## config.mk

```make
export PLATFORM = sky130hd
export DESIGN_NAME = psimd_cmp
export DESIGN_NICKNAME = d
export VERILOG_FILES = /design/src/rtl/psimd_cmp_pkg.sv /design/src/rtl/psimd_cmp_gran.sv /design/src/rtl/psimd_cmp_chain.sv /design/src/rtl/psimd_cmp_place.sv /design/src/rtl/psimd_cmp.sv
export SDC_FILE = /design/constraint.sdc
export NUM_CORES = 1
export LEC_CHECK = 0
export ABC_CLOCK_PERIOD_IN_PS = 2200
export BUFFER_PORTS_ARGS = -buffer_cell sky130_fd_sc_hd__buf_2
export CAP_MARGIN = 20
export CORE_UTILIZATION = 38
export DETAILED_ROUTE_END_ITERATION = 6
export PLACE_DENSITY = 0.81
export SYNTH_ARGS = -nofsm -noshare
export SYNTH_HDL_FRONTEND = slang
export SYNTH_HIERARCHICAL = 1
export SYNTH_SLANG_ARGS = --single-unit
export TNS_END_PERCENT = 10
```

## constraint.sdc

```tcl
create_clock -name vclk -period 2.2
set_clock_uncertainty 0.15 [all_clocks]
set_input_delay 0.33 -clock vclk [all_inputs]
set_output_delay 0.33 -clock vclk [all_outputs]
set_load 0.01 [all_outputs]
```

## src/rtl/psimd_cmp_pkg.sv

```systemverilog
package psimd_cmp_pkg;

  typedef struct packed {
    logic eq;
    logic gt;
  } rel_t;

  // Relation of two granules, zero-extended to a common width.
  function automatic rel_t rel_of(input logic [31:0] x, input logic [31:0] y);
    rel_t r;
    r.eq = (x == y);
    r.gt = (x > y);
    return r;
  endfunction

  // Join a more significant relation with a less significant one.
  function automatic rel_t rel_join(input rel_t hi, input rel_t lo);
    rel_t r;
    r.eq = hi.eq & lo.eq;
    r.gt = hi.gt | (hi.eq & lo.gt);
    return r;
  endfunction

endpackage

```

## src/rtl/psimd_cmp_gran.sv

```systemverilog
module psimd_cmp_gran
  import psimd_cmp_pkg::*;
#(
  parameter int unsigned GW = 4
) (
  input  logic [GW-1:0] a_i,
  input  logic [GW-1:0] b_i,
  output rel_t          rel_o
);
  assign rel_o = rel_of(32'(a_i), 32'(b_i));
endmodule

```

## src/rtl/psimd_cmp_chain.sv

```systemverilog
module psimd_cmp_chain
  import psimd_cmp_pkg::*;
#(
  parameter int unsigned NG = 4
) (
  input  rel_t [NG-1:0] gran_i,
  input  logic [NG-2:0] cut_i,
  output rel_t [NG-1:0] acc_o
);
  // acc_o[i] covers granule i up to the top of its lane
  for (genvar i = 0; i < NG; i++) begin : g_link
    if (i == NG - 1) begin : g_top
      assign acc_o[i] = gran_i[i];
    end else begin : g_mid
      assign acc_o[i] = cut_i[i] ? gran_i[i] : rel_join(acc_o[i+1], gran_i[i]);
    end
  end
endmodule

```

## src/rtl/psimd_cmp_place.sv

```systemverilog
module psimd_cmp_place
  import psimd_cmp_pkg::*;
#(
  parameter int unsigned NG = 4
) (
  input  rel_t [NG-1:0] acc_i,
  input  logic [NG-2:0] cut_i,
  output logic [NG-1:0] start_o,
  output logic [NG-1:0] eq_o,
  output logic [NG-1:0] ne_o,
  output logic [NG-1:0] lt_o,
  output logic [NG-1:0] le_o,
  output logic [NG-1:0] gt_o,
  output logic [NG-1:0] ge_o
);
  logic [NG-1:0] eq_raw, gt_raw;

  assign start_o = {cut_i, 1'b1};

  for (genvar i = 0; i < NG; i++) begin : g_bit
    assign eq_raw[i] = acc_i[i].eq;
    assign gt_raw[i] = acc_i[i].gt;
  end

  assign eq_o = start_o & eq_raw;
  assign gt_o = start_o & gt_raw;
  assign ne_o = start_o & ~eq_raw;
  assign lt_o = start_o & ~eq_raw & ~gt_raw;
  assign le_o = start_o & ~gt_raw;
  assign ge_o = start_o & (gt_raw | eq_raw);
endmodule

```

## src/rtl/psimd_cmp.sv

```systemverilog
module psimd_cmp
  import psimd_cmp_pkg::*;
#(
  parameter int unsigned GW = 4,
  parameter int unsigned NG = 4,
  localparam int unsigned W = GW * NG
) (
  input  logic [W-1:0]  a_i,
  input  logic [W-1:0]  b_i,
  input  logic [NG-2:0] cut_i,
  output logic [NG-1:0] eq_o,
  output logic [NG-1:0] ne_o,
  output logic [NG-1:0] lt_o,
  output logic [NG-1:0] le_o,
  output logic [NG-1:0] gt_o,
  output logic [NG-1:0] ge_o
);
  rel_t [NG-1:0] gran_rel;
  rel_t [NG-1:0] lane_rel;
  logic [NG-1:0] lane_start;

  for (genvar g = 0; g < NG; g++) begin : g_gran
    psimd_cmp_gran #(.GW(GW)) u_gran (
      .a_i   (a_i[g*GW +: GW]),
      .b_i   (b_i[g*GW +: GW]),
      .rel_o (gran_rel[g])
    );
  end

  psimd_cmp_chain #(.NG(NG)) u_chain (
    .gran_i (gran_rel),
    .cut_i  (cut_i),
    .acc_o  (lane_rel)
  );

  psimd_cmp_place #(.NG(NG)) u_place (
    .acc_i   (lane_rel),
    .cut_i   (cut_i),
    .start_o (lane_start),
    .eq_o    (eq_o),
    .ne_o    (ne_o),
    .lt_o    (lt_o),
    .le_o    (le_o),
    .gt_o    (gt_o),
    .ge_o    (ge_o)
  );
endmodule

```

==> report_table.html <==
<table>
<tr><th>Metric</th><th>Value</th></tr>
<tr><th colspan="2">Status</th></tr>
<tr><td>Outcome</td><td>finished with violations</td></tr>
<tr><td>Failing checks</td><td>negative setup slack</td></tr>
<tr><th colspan="2">Route</th></tr>
<tr><td>Count of antenna-violating nets left after detailed routing</td><td>0</td></tr>
<tr><td>Per-cell via count in the routed design</td><td>4.64</td></tr>
<tr><td>Average routed wire per standard cell</td><td>10.8 µm</td></tr>
<tr><td>Sum of routed wire length over all layers</td><td>1910 µm</td></tr>
<tr><td>1st-pass router iterations</td><td>2</td></tr>
<tr><td>1st-iter DRT viols</td><td>3</td></tr>
<tr><td>Via count</td><td>821</td></tr>
<tr><td>Remaining design rule violation count</td><td>0</td></tr>
<tr><th colspan="2">Placed design</th></tr>
<tr><td>Dpl hpwl</td><td>1650 µm</td></tr>
<tr><td>Worst slack at placement</td><td>-0.270 ns</td></tr>
<tr><td>GP Congestion</td><td>0.707</td></tr>
<tr><td>Number of port buffers</td><td>59</td></tr>
<tr><th colspan="2">Yosys</th></tr>
<tr><td>Instance count of the mapped netlist</td><td>91</td></tr>
<tr><td>Post-Synthesis Mean Instance Area</td><td>7.70 µm²</td></tr>
<tr><td>Synthesis Warnings</td><td>6</td></tr>
<tr><td>Netlist area before placement</td><td>701 µm²</td></tr>
<tr><td>Synth Net Count</td><td>142</td></tr>
<tr><th colspan="2">Finish</th></tr>
<tr><td>Sequential cell area</td><td>0 µm²</td></tr>
<tr><td>Synthesis-to-layout area growth</td><td>71.1%</td></tr>
<tr><td>Fill cell count</td><td>147</td></tr>
<tr><td>Sequential cells</td><td>0</td></tr>
<tr><td>Area of the multi-input gates</td><td>719 µm²</td></tr>
<tr><td>Count of antenna diodes in the layout</td><td>0</td></tr>
<tr><td>Net count reported at finish</td><td>205</td></tr>
<tr><td># clk buffers</td><td>0</td></tr>
<tr><td>Share of final-layout standard cells stronger than drive strength 1</td><td>67.8%</td></tr>
<tr><th colspan="2">Power</th></tr>
<tr><td>Share of total power in sequential cells</td><td>0%</td></tr>
<tr><td>Int Pwr</td><td>149 µW</td></tr>
<tr><td>Psw</td><td>143 µW</td></tr>
<tr><td>Leak pwr</td><td>0.000654 µW</td></tr>
<tr><td>Switching Fraction</td><td>49.0%</td></tr>
<tr><td>Comb power frac</td><td>100.0%</td></tr>
<tr><td>Peak supply drop</td><td>0.135 mV</td></tr>
<tr><td>Clk network pwr share</td><td>0%</td></tr>
<tr><td>Power Density</td><td>244 nW/µm²</td></tr>
<tr><th colspan="2">Floorplanning</th></tr>
<tr><td>Die Height</td><td>44.9 µm</td></tr>
<tr><td>Width of the die</td><td>44.9 µm</td></tr>
<tr><td>I/O pin cnt</td><td>59</td></tr>
<tr><td>Die Footprint</td><td>2020 µm²</td></tr>
<tr><td>Initial Util</td><td>40.6%</td></tr>
<tr><td>Floorplan core area</td><td>1730 µm²</td></tr>
<tr><td>Cell Rows</td><td>15</td></tr>
<tr><th colspan="2">STA</th></tr>
<tr><td>Setup repair after global routing missed its margin</td><td>yes</td></tr>
<tr><td>Final count of hold timing violations</td><td>0</td></tr>
<tr><td>Max-Slew Margin vs Limit</td><td>87.5%</td></tr>
<tr><td>Slew Viols, Final</td><td>0</td></tr>
<tr><td>Final TNS setup</td><td>-0.937 ns</td></tr>
<tr><td>Shortest clock period the worst path allows after layout</td><td>2.40 ns</td></tr>
<tr><td>Final setup violation count</td><td>10</td></tr>
<tr><td>Worst Slack Setup Final</td><td>-0.203 ns</td></tr>
<tr><td>Transition time at the pin with the least slew margin</td><td>0.187 ns</td></tr>
<tr><td>Fmax</td><td>0.416 GHz</td></tr>
<tr><td>Ratio of final minimum period to clock period</td><td>109%</td></tr>
<tr><th colspan="2">Worst setup path</th></tr>
<tr><td>Maximum net fanout on the critical path</td><td>4</td></tr>
<tr><td>Worst setup SP type</td><td>input pin</td></tr>
<tr><td>Worst Setup Path Type</td><td>input pin to output port</td></tr>
<tr><td>Req. time, crit path</td><td>1.72 ns</td></tr>
<tr><td>Crit path DAT</td><td>1.92 ns</td></tr>
<tr><td>Crit. End Element</td><td>output port</td></tr>
<tr><td>Critical Path Source</td><td>b_i[13]</td></tr>
<tr><td>Critical path endpoint</td><td>ge_o[0]</td></tr>
<tr><th colspan="2">Min path</th></tr>
<tr><td>Worst hold path startpoint</td><td>cut_i[0]</td></tr>
<tr><td>Hold crit path type</td><td>input pin to output port</td></tr>
<tr><th colspan="2">GRT</th></tr>
<tr><td>GRT Residual Overflow</td><td>0</td></tr>
<tr><td>Vias in the first global route</td><td>702</td></tr>
<tr><td>Antenna violations before repair</td><td>0</td></tr>
<tr><td>Pin count of the biggest net entering global routing</td><td>10</td></tr>
<tr><td>All-Layer GR Usage</td><td>18.6%</td></tr>
<tr><td>First-pass GRT wire length</td><td>2890 µm</td></tr>
<tr><th colspan="2">Run</th></tr>
<tr><td>MaxCap Viol Count</td><td>0</td></tr>
</table>
layout make-up:
class | instances | area share, %
inverters | 20 | 7.31
multi-input cells | 67 | 60.0
repair buffers | 65 | 30.1
well taps | 25 | 2.61
placed cells by master, fill, tap and decap left out, drive strengths merged:
master / n
o211ai: 4
buf: 65
ha: 16
nor2b: 11
and4: 4
or2: 2
and2: 7
nand2: 1
o21ai: 1
nand2b: 1
o22ai: 1
a21oi: 11
inv: 20
o21a: 4
nor2: 1
nor3b: 3
power by group through the flow:
stage	logic, µW	clock network [µW]	registers, µW
finish	292	0	0
global placement	263	0	0
CTS	291	0	0
detailed placement	277	0	0
floorplan	169	0	0
global route	320	0	0
through the flow:
step,cell area [µm²],instances,util [%],power (µW),hold WS (ns)
6_report,1200,177,69.4,292,0.901
5_1_grt,1200,177,69.4,320,0.921
4_1_cts,1190,177,68.8,291,0.902
3_5_place_dp,1150,177,66.7,277,0.892
3_3_place_gp,1150,177,66.7,263,0.868
2_1_floorplan,810,91,-,169,0.622
per-layer routing:
metal	up-vias	routed length (µm)	track usage, %
li1	426	-	-
met1	372	706	20.0
met2	23	1140	40.3
met3	0	68	0.400
met4	0	0	1.21
met5	-	0	0
timing repair:
action                     CTS  global route
gates resized for setup     10             2
setup endpoints to repair   13            15
pin swaps                    3             0
hold buffers                 0             0
buffers inserted             0             0
gates cloned                 0             0
how the worst min path moves through the flow:
stage | endpoint | cells past startpoint | slack [ns]
final | ge_o[1] | 3 | 0.90
after floorplan | ge_o[1] | 1 | 0.62
after global placement | ge_o[2] | 3 | 0.87
after CTS | ge_o[1] | 3 | 0.90
after detailed placement | ge_o[1] | 3 | 0.89
after global routing | ge_o[1] | 3 | 0.92
critical path, stage by stage:
cell and delay (ns):
sky130_fd_sc_hd__buf_8 0.09, sky130_fd_sc_hd__inv_12 0.03, sky130_fd_sc_hd__ha_4 0.22, sky130_fd_sc_hd__and4_4 0.19, sky130_fd_sc_hd__o21a_1 0.17, sky130_fd_sc_hd__or2_4 0.26
sky130_fd_sc_hd__a21oi_4 0.17, sky130_fd_sc_hd__o22ai_2 0.11, sky130_fd_sc_hd__or2_1 0.21, sky130_fd_sc_hd__buf_2 0.13
Power figures use the tool's default switching activity.
